--- src/rtl/sram_ctl.sv ---
module sram_ctl #(
  parameter int AW       = 17,
  parameter int DW       = 8,
  parameter int WE_CYC   = 1,
  parameter int RD_CYC   = 2,
  parameter int TURN_CYC = 1
) (
  input  logic          clk,
  input  logic          rst_n,
  input  logic          req_valid,
  output logic          req_ready,
  input  logic          req_write,
  input  logic [AW-1:0] req_addr,
  input  logic [DW-1:0] req_wdata,
  output logic          rsp_valid,
  output logic [DW-1:0] rsp_rdata,
  output logic [AW-1:0] mem_addr,
  output logic          mem_ce_n,
  output logic          mem_we_n,
  output logic          mem_oe_n,
  output logic [DW-1:0] mem_dq_out,
  input  logic [DW-1:0] mem_dq_in,
  output logic          mem_dq_oe
);

  localparam int MAXC = (WE_CYC > RD_CYC) ? WE_CYC : RD_CYC;
  localparam int CW   = $clog2(MAXC + 1);
  localparam int TW   = $clog2(TURN_CYC + 2);

  typedef enum logic [1:0] {S_IDLE, S_WR, S_RD} st_t;

  st_t           st;
  logic [CW-1:0] cnt;
  logic [TW-1:0] turn;
  logic [AW-1:0] addr_q;
  logic [DW-1:0] wdata_q, rdata_q;
  logic          rsp_q, ce_q, we_q, oe_q, doe_q;

  assign req_ready  = (st == S_IDLE) && !(req_write && turn != '0);
  assign rsp_valid  = rsp_q;
  assign rsp_rdata  = rdata_q;
  assign mem_addr   = addr_q;
  assign mem_ce_n   = ce_q;
  assign mem_we_n   = we_q;
  assign mem_oe_n   = oe_q;
  assign mem_dq_out = wdata_q;
  assign mem_dq_oe  = doe_q;

  always_ff @(posedge clk) begin
    if (!rst_n) begin
      st      <= S_IDLE;
      cnt     <= '0;
      turn    <= '0;
      addr_q  <= '0;
      wdata_q <= '0;
      rdata_q <= '0;
      rsp_q   <= 1'b0;
      ce_q    <= 1'b1;
      we_q    <= 1'b1;
      oe_q    <= 1'b1;
      doe_q   <= 1'b0;
    end else begin
      rsp_q <= 1'b0;
      case (st)
        S_IDLE: begin
          if (turn != '0) turn <= turn - 1'b1;
          if (req_valid && req_ready) begin
            addr_q  <= req_addr;
            wdata_q <= req_wdata;
            ce_q    <= 1'b0;
            if (req_write) begin
              st    <= S_WR;
              we_q  <= 1'b0;
              doe_q <= 1'b1;
              cnt   <= CW'(WE_CYC - 1);
            end else begin
              st    <= S_RD;
              oe_q  <= 1'b0;
              cnt   <= CW'(RD_CYC - 1);
            end
          end
        end
        S_WR: begin
          if (cnt == '0) begin
            st    <= S_IDLE;
            ce_q  <= 1'b1;
            we_q  <= 1'b1;
            doe_q <= 1'b0;
          end else begin
            cnt <= cnt - 1'b1;
          end
        end
        S_RD: begin
          if (cnt == '0) begin
            st      <= S_IDLE;
            ce_q    <= 1'b1;
            oe_q    <= 1'b1;
            rdata_q <= mem_dq_in;
            rsp_q   <= 1'b1;
            turn    <= TW'(TURN_CYC);
          end else begin
            cnt <= cnt - 1'b1;
          end
        end
        default: st <= S_IDLE;
      endcase
    end
  end

  assert_ready_only_idle_R7: assert property (@(posedge clk) disable iff (!rst_n)
    req_ready |-> mem_ce_n);

  assert_we_inside_ce_R3: assert property (@(posedge clk) disable iff (!rst_n)
    !mem_we_n |-> (!mem_ce_n && mem_oe_n));

  assert_drive_only_in_write_R4: assert property (@(posedge clk) disable iff (!rst_n)
    mem_dq_oe |-> (!mem_we_n && mem_oe_n));

  assert_addr_hold_R2: assert property (@(posedge clk) disable iff (!rst_n)
    (!mem_ce_n && $past(!mem_ce_n)) |-> $stable(mem_addr));

  assert_rsp_after_oe_R5: assert property (@(posedge clk) disable iff (!rst_n)
    rsp_valid |-> $past(!mem_oe_n));

  assert_rsp_single_R5: assert property (@(posedge clk) disable iff (!rst_n)
    rsp_valid |=> !rsp_valid);

  assert_turnaround_gap_R6: assert property (@(posedge clk) disable iff (!rst_n)
    $rose(mem_dq_oe) |-> ($past(mem_oe_n) && $past(mem_oe_n, 2)));

endmodule

--- config.mk ---
export PLATFORM = sky130hd
export DESIGN_NAME = sram_ctl
export DESIGN_NICKNAME = d
export VERILOG_FILES = /design/src/rtl/sram_ctl.sv
export SDC_FILE = /design/constraint.sdc
export NUM_CORES = 1
export LEC_CHECK = 0
export BUFFER_PORTS_ARGS = -buffer_cell sky130_fd_sc_hd__buf_2
export CORE_ASPECT_RATIO = 0.75
export CORE_MARGIN = 2
export CORE_UTILIZATION = 40
export DETAILED_ROUTE_END_ITERATION = 8
export PLACE_DENSITY = 0.81
export RECOVER_POWER = 50
export SLEW_MARGIN = 20
export SYNTH_ARGS = -nofsm -noshare
export SYNTH_HDL_FRONTEND = slang
export SYNTH_SLANG_ARGS = --single-unit
--- constraint.sdc ---
create_clock -name clk -period 1.5 [get_ports clk]
set_input_delay 0.15 -clock clk [delete_from_list [all_inputs] [get_ports clk]]
set_output_delay 0.15 -clock clk [all_outputs]
set_load 0.005 [all_outputs]
==> results of run 1 <==
## routing by layer
layer | global-route usage | vias up
met5 | 0 | -
met4 | 0.0536 | 0
met3 | 0.0510 | 5
met2 | 0.275 | 56
met1 | 0.183 | 788
li1 | - | 886
## power groups by stage
stage,Combinational (mW),Sequential (mW),Clock (mW)
after global placement,1.71,1.58,0
after detailed placement,1.75,1.59,0
after global routing,2.11,1.61,0.861
final,1.88,1.57,0.771
after CTS,1.78,1.57,0.815
after floorplan,1.15,1.61,0
## worst min-delay path: stages
cell      delay [ns]
buf_2           0.10
nand2_2         0.05
a21boi_2        0.04
## state kept, by name (all words and copies together), names as in the netlist
signal and flops:
mem_dq_oe 1, mem_we_n 1, turn 2, st 2, mem_ce_n 1, rsp_valid 1, mem_addr 17, mem_dq_out 8
mem_oe_n 1, rsp_rdata 8, cnt 2
## kinds of logic (layout without fill, tap and decap cells)
| kind of cell | Yosys count | after routing |
|---|---|---|
| AOI/OAI and AO/OA | 51 | 51 |
| adders and majority gates | 5 | 5 |
| buffers and inverters | 24 | 105 |
| DFF | 44 | 44 |
| muxes | 5 | 5 |
| and+or+nand+nor | 91 | 91 |
## layout by cell type, fill, tap and decap left out, types with 4 or more instances in the layout
cell type / count
inv_1: 10
buf_4: 6
mux2i_1: 5
dfxtp_1: 42
nand2_1: 65
buf_2: 59
nand3_1: 9
nor2_1: 4
a21boi_2: 20
clkbuf_1: 16
clkbuf_8: 6
a21oi_1: 8
a21boi_0: 13
## worst min-delay path by stage
stage | slack (ns) | cells after the start | from | endpoint
2_1_floorplan | 0.28 | 2 | req_addr[5] | mem_addr[5]
5_1_grt | 0.07 | 3 | req_wdata[7] | mem_dq_out[7]
6_report | 0.08 | 3 | req_wdata[7] | mem_dq_out[7]
4_1_cts | 0.07 | 3 | req_wdata[7] | mem_dq_out[7]
3_3_place_gp | 0.39 | 3 | req_addr[5] | mem_addr[5]
3_5_place_dp | 0.40 | 3 | req_wdata[7] | mem_dq_out[7]
## through the flow
step	hold WS [ns]	worst slack, ns
after floorplan	0.277	0.0402
after global placement	0.393	0.0416
after detailed placement	0.395	-0.0369
after CTS	0.0652	0.0258
after global routing	0.0695	-0.00685
final	0.0786	0.0477
## cell type report
| cell class | instances | area share |
|---|---|---|
| Multi-Input combinational cell | 152 | 0.380 |
| Sequential cell | 44 | 0.345 |
| Timing Repair Buffer | 86 | 0.194 |
| Clock buffer | 7 | 0.0337 |
| Tap cell | 57 | 0.0279 |
| Inverter | 11 | 0.0161 |
| Clock inverter | 1 | 0.00293 |
## timing repair
item / CTS / global route
cloned: 0 / 1
endpoints found under the setup margin: 6 / 9
pin swaps: 0 / 2
resized for setup: 4 / 6
==> impl_metrics.json, run 1 <==
{
  "cp.depth": 5,
  "status": "complete, no violations",
  "min_path_type": "in -> reg",
  "critical_path_class": "reg -> out",
  "syn2layout_area_growth_pct": 31.2,
  "start_kind": "flip-flop",
  "grt_overflow": 0,
  "r2r_slack_ns": 0.12,
  "detail-route-antenna-nets": 0,
  "cellPowerDensity_mw_per_mm2": 1650,
  "cts.clk_slew.worst_paths_ns": 0.08,
  "clockPowerShare": 0.182,
  "antenna_found_initial": 0,
  "drc": 0,
  "drt_wl_total_um": 4250,
  "top_layer": "met4",
  "syn_area_per_cell_sq_um": 8.87,
  "initial_utilization": 0.427,
  "cts_hold_buf": 0,
  "dp.cells": 349,
  "critPathMaxStageDelay_ns": 0.34,
  "setup_viol": 0,
  "seq_area_frac_synth": 0.451,
  "seqPwrFrac": 0.372,
  "root_buffer": "clkbuf_8",
  "clockBufferDepth": 2,
  "syn-instance-count": 220,
  "synth_commonest_cells": "nand2_1 (65), dfxtp_1 (44), a21boi_2 (20)",
  "io_buffers": 75,
  "netlist_area_sq_mm": 0.00195,
  "route.met3.wl_um": 303,
  "worst-r2r-cell-count": 7,
  "final_util": 0.560,
  "antenna_cells": 0,
  "power.leakage_nw": 1.11,
  "die_y_um": 64.5,
  "synth_ff_type": "dfxtp_1",
  "critPathRequiredTime_ns": 1.35,
  "cp.arrival_ns": 1.30,
  "grt_max_degree": 26,
  "cts_sinks": 44,
  "end_kind": "output port",
  "die_w_um": 84.7,
  "synth_simple_gate_area_frac": 0.204,
  "crit_end": "req_ready",
  "drt-met1-wl_um": 1970,
  "reg2reg_to": "mem_addr[12]",
  "place.gp.congestion": 0.777,
  "fin_setup_tns_ns": 0,
  "tritoncts": "yes",
  "fillerInstances": 457,
  "drtIter0Drc": 49,
  "synthMuxAreaShare": 0.0256,
  "cts_setup_buffers": 0,
  "synth_most_common_cell": "nand2_1",
  "finalPower_mw": 4.23,
  "yosysTopAreaCellShare": 0.451,
  "clk-insertion-delay-late_ns": 0.30,
  "nNetsFinal": 342,
  "die_area_sq_mm": 0.00546,
  "crit_family": "flip-flops",
  "layout-drive-gt1-share": 0.365,
  "sw_frac_of_total": 0.354,
  "finalCritPeriodShare": 0.968,
  "drv_cap": 0,
  "ir_drop_mv": 0.953,
  "fin_area_sq_mm": 0.00256,
  "rr_startpoint": "turn[0]",
  "wl_per_cell_um": 11.9,
  "first_pass_iters": 4,
  "worst_path_max_delay_cell": "dfxtp_1",
  "num_vias": 1735,
  "ios": 76,
  "yosys_register_bits": 44,
  "maxSlewViolCount": 0,
  "multi_input_area_sq_um": 973,
  "tightest_slew_ns": 0.379,
  "synthArstFlopShare": 0,
  "p_comb_frac": 0.445,
  "finalHoldViolCount": 0,
  "synth_top_family_by_area": "compound AO/OA/AOI/OAI gates",
  "grt_first_pass_wirelength_um": 6900,
  "grt_usage": 0.157,
  "vias_per_cell": 4.85,
  "wl_met2_um": 1930,
  "synth.area.top_cells": "dfxtp_1 (45%), nand2_1 (13%), a21boi_2 (12%), a21boi_0 (5.0%), ha_1 (3.2%)",
  "synth_cell_type_count": 32,
  "synth-xor-area-share": 0,
  "coreArea_sq_mm": 0.00457,
  "grt_pass1_vias": 1644,
  "placed_area_sq_mm": 0.00242,
  "cp_num_buf_inv": 2,
  "crit_start": "turn[0]",
  "synth_edf_count": 0,
  "critPathMaxFanout": 4,
  "worstPathCellList": "inv_1, ha_4, nand2b_4, and2_2, buf_6",
  "period_needed_ns": 1.45,
  "synth_warnings": 0,
  "synth_adder_area_share": 0.0321,
  "cts_made_buffers": 5,
  "synth_compound_area_frac": 0.221,
  "fmaxAchievable_mhz": 689,
  "synth.largest_area_cell": "dfxtp_1",
  "finalNonFillerCells": 358,
  "power.internal_mw": 2.73,
  "slew_headroom": 0.747,
  "syn_nets": 262,
  "rows": 21,
  "htreeDepth": 2,
  "dp_hpwl_um": 2990,
  "p_sw_mw": 1.50,
  "finClkSkew_ns": 0.00615,
  "regArea_sq_um": 883
}
(Power assumes the default switching activity.)
==> inputs of run 2 (changes only) <==
--- a/config.mk
+++ b/config.mk
@@ -8,9 +8,9 @@
 export BUFFER_PORTS_ARGS = -buffer_cell sky130_fd_sc_hd__buf_2
 export CORE_ASPECT_RATIO = 0.75
 export CORE_MARGIN = 2
-export CORE_UTILIZATION = 40
+export CORE_UTILIZATION = 43
 export DETAILED_ROUTE_END_ITERATION = 8
-export PLACE_DENSITY = 0.81
+export PLACE_DENSITY = 0.86
 export RECOVER_POWER = 50
 export SLEW_MARGIN = 20
 export SYNTH_ARGS = -nofsm -noshare
==> run 2 against run 1 <==
- die area is 6.6% lower
- non-clock buffer count decreased by 2
- global-route usage grew 0.75 points
- core utilization is 1.5 points higher
- sequential share of layout area grew 0.31 points
- clock skew shrank 0.0027 ns
- setup slack gained 0.019 ns
- combinational power fell by 5%
- count of clock-buffer cells in the layout stayed put
- largest cell class unchanged
- largest power group unchanged
==> impl_metrics.json, run 2 (synthesis results as in run 1) <==
{
  "cts_sinks": 44,
  "grt_use_met3": 0.0494,
  "htreeDepth": 2,
  "fin_area_sq_mm": 0.00254,
  "drtIter0Drc": 28,
  "die_area_sq_mm": 0.00510,
  "drv_cap": 0,
  "cts_made_buffers": 5,
  "initial_utilization": 0.442,
  "clockBufferDepth": 2,
  "seqPwrFrac": 0.365,
  "rsz0062_at_grt": "no",
  "finalHoldViolCount": 0,
  "slew_headroom": 0.733,
  "clockPowerShare": 0.223,
  "antenna_cells": 0,
  "coreArea_sq_mm": 0.00441,
  "p_sw_mw": 1.45,
  "antenna_found_initial": 0,
  "period_needed_ns": 1.43,
  "grt_first_pass_wirelength_um": 6650,
  "sw_frac_of_total": 0.337,
  "met2_usage": 0.290,
  "vias_per_cell": 4.87,
  "clk-insertion-delay-late_ns": 0.28,
  "finalCritPeriodShare": 0.956,
  "power.internal_mw": 2.86,
  "end_kind": "output port",
  "wl_per_cell_um": 11.4,
  "critPathRequiredTime_ns": 1.35,
  "p_comb_frac": 0.413,
  "first_pass_iters": 4,
  "min_path_type": "in -> reg",
  "busiest_layer": "met2",
  "dp_hpwl_um": 2940,
  "rows": 21,
  "grt_overflow": 0,
  "fillerInstances": 427,
  "num_vias": 1734,
  "start_kind": "flip-flop",
  "place.gp.congestion": 0.828,
  "tightest_slew_ns": 0.400,
  "placed_area_sq_mm": 0.00240,
  "nNetsFinal": 340,
  "final_cell_mix": "nand2_1 (65), buf_2 (62), dfxtp_1 (42)",
  "maxSlewViolCount": 0,
  "setup_viol": 0,
  "grt_usage": 0.165,
  "cts.clk_slew.worst_paths_ns": 0.08,
  "io_buffers": 75,
  "use_met1": 0.194,
  "drt_wl_total_um": 4040,
  "die_y_um": 62.3,
  "root_buffer": "clkbuf_8",
  "largest_reg_flops": 17,
  "cts_hold_buf": 0,
  "power.leakage_nw": 1.12,
  "layout_commonest_cell": "nand2_1",
  "cellPowerDensity_mw_per_mm2": 1700,
  "fmaxAchievable_mhz": 698,
  "finClkSkew_ns": 0.00346,
  "cp.arrival_ns": 1.28,
  "syn2layout_area_growth_pct": 30.0,
  "hold-worst-slack_ns": 0.0954,
  "detail-route-antenna-nets": 0,
  "tritoncts": "yes",
  "ir_drop_mv": 0.773,
  "ios": 76,
  "critical_path_class": "reg -> out",
  "grt_max_degree": 49,
  "die_w_um": 81.8,
  "layout-drive-gt1-share": 0.378,
  "drc": 0,
  "status": "complete, no violations",
  "grt_pass1_vias": 1618,
  "critPathMaxFanout": 4
}
-- run 2: per-layer routing --
layer / part of all wire / vias to the layer above
met4: 0.0040 / 0
met1: 0.46 / 787
met3: 0.076 / 2
met2: 0.46 / 58
li1: - / 887
met5: 0 / -
-- run 2: per-stage QoR --
| stage | utilization | worst slack [ns] | TNS [ns] | instances | power, mW |
|---|---|---|---|---|---|
| after floorplan | - | 0.0402 | 0 | 220 | 2.76 |
| after global placement | 0.545 | 0.0852 | 0 | 348 | 3.27 |
| after detailed placement | 0.545 | -0.0491 | -0.0491 | 348 | 3.34 |
| after CTS | 0.575 | 0.00292 | 0 | 356 | 4.34 |
| after global routing | 0.575 | 0.00289 | 0 | 356 | 4.65 |
| final | 0.575 | 0.0666 | 0 | 356 | 4.32 |
-- run 2: final timing paths --
kind,start,endpoint,slack (ns),cells after the start
max,turn[1],req_ready,0.07,5
min,req_addr[5],mem_addr[5],0.1,3
max reg2reg,turn[1],turn[1],0.09,7
min reg2reg,mem_addr[10],mem_addr[10],0.46,2
-- run 2: layout make-up --
type | count | area [sq um] | area share
Inverter | 11 | 41.3 | 0.0163
Clock inverter | 1 | 30.0 | 0.0118
Sequential cell | 44 | 883 | 0.348
Clock buffer | 7 | 96.3 | 0.0380
Multi-Input combinational cell | 152 | 966 | 0.381
Tap cell | 57 | 71.3 | 0.0281
Timing Repair Buffer | 84 | 449 | 0.177
-- run 2: power groups by stage --
stage / clock network (mW) / logic [mW] / registers (mW)
2_1_floorplan: 0 / 1.15 / 1.61
3_3_place_gp: 0 / 1.68 / 1.58
3_5_place_dp: 0 / 1.74 / 1.59
4_1_cts: 0.997 / 1.77 / 1.57
5_1_grt: 1.05 / 2.00 / 1.61
6_report: 0.960 / 1.78 / 1.57
-- run 2: repair_timing --
item                                    CTS  global route
gates resized for setup                   3             6
pin swaps                                 0             1
buffers inserted                          0             0
endpoints found under the setup margin    3             8
endpoints found under the hold margin     0             0
-- run 2: worst max-delay path, stage by stage (launching register included) --
cell and delay [ns]:
dfxtp_2 0.33, inv_1 0.05, ha_2 0.17, nand2b_4 0.15, and2_2 0.18, buf_2 0.12
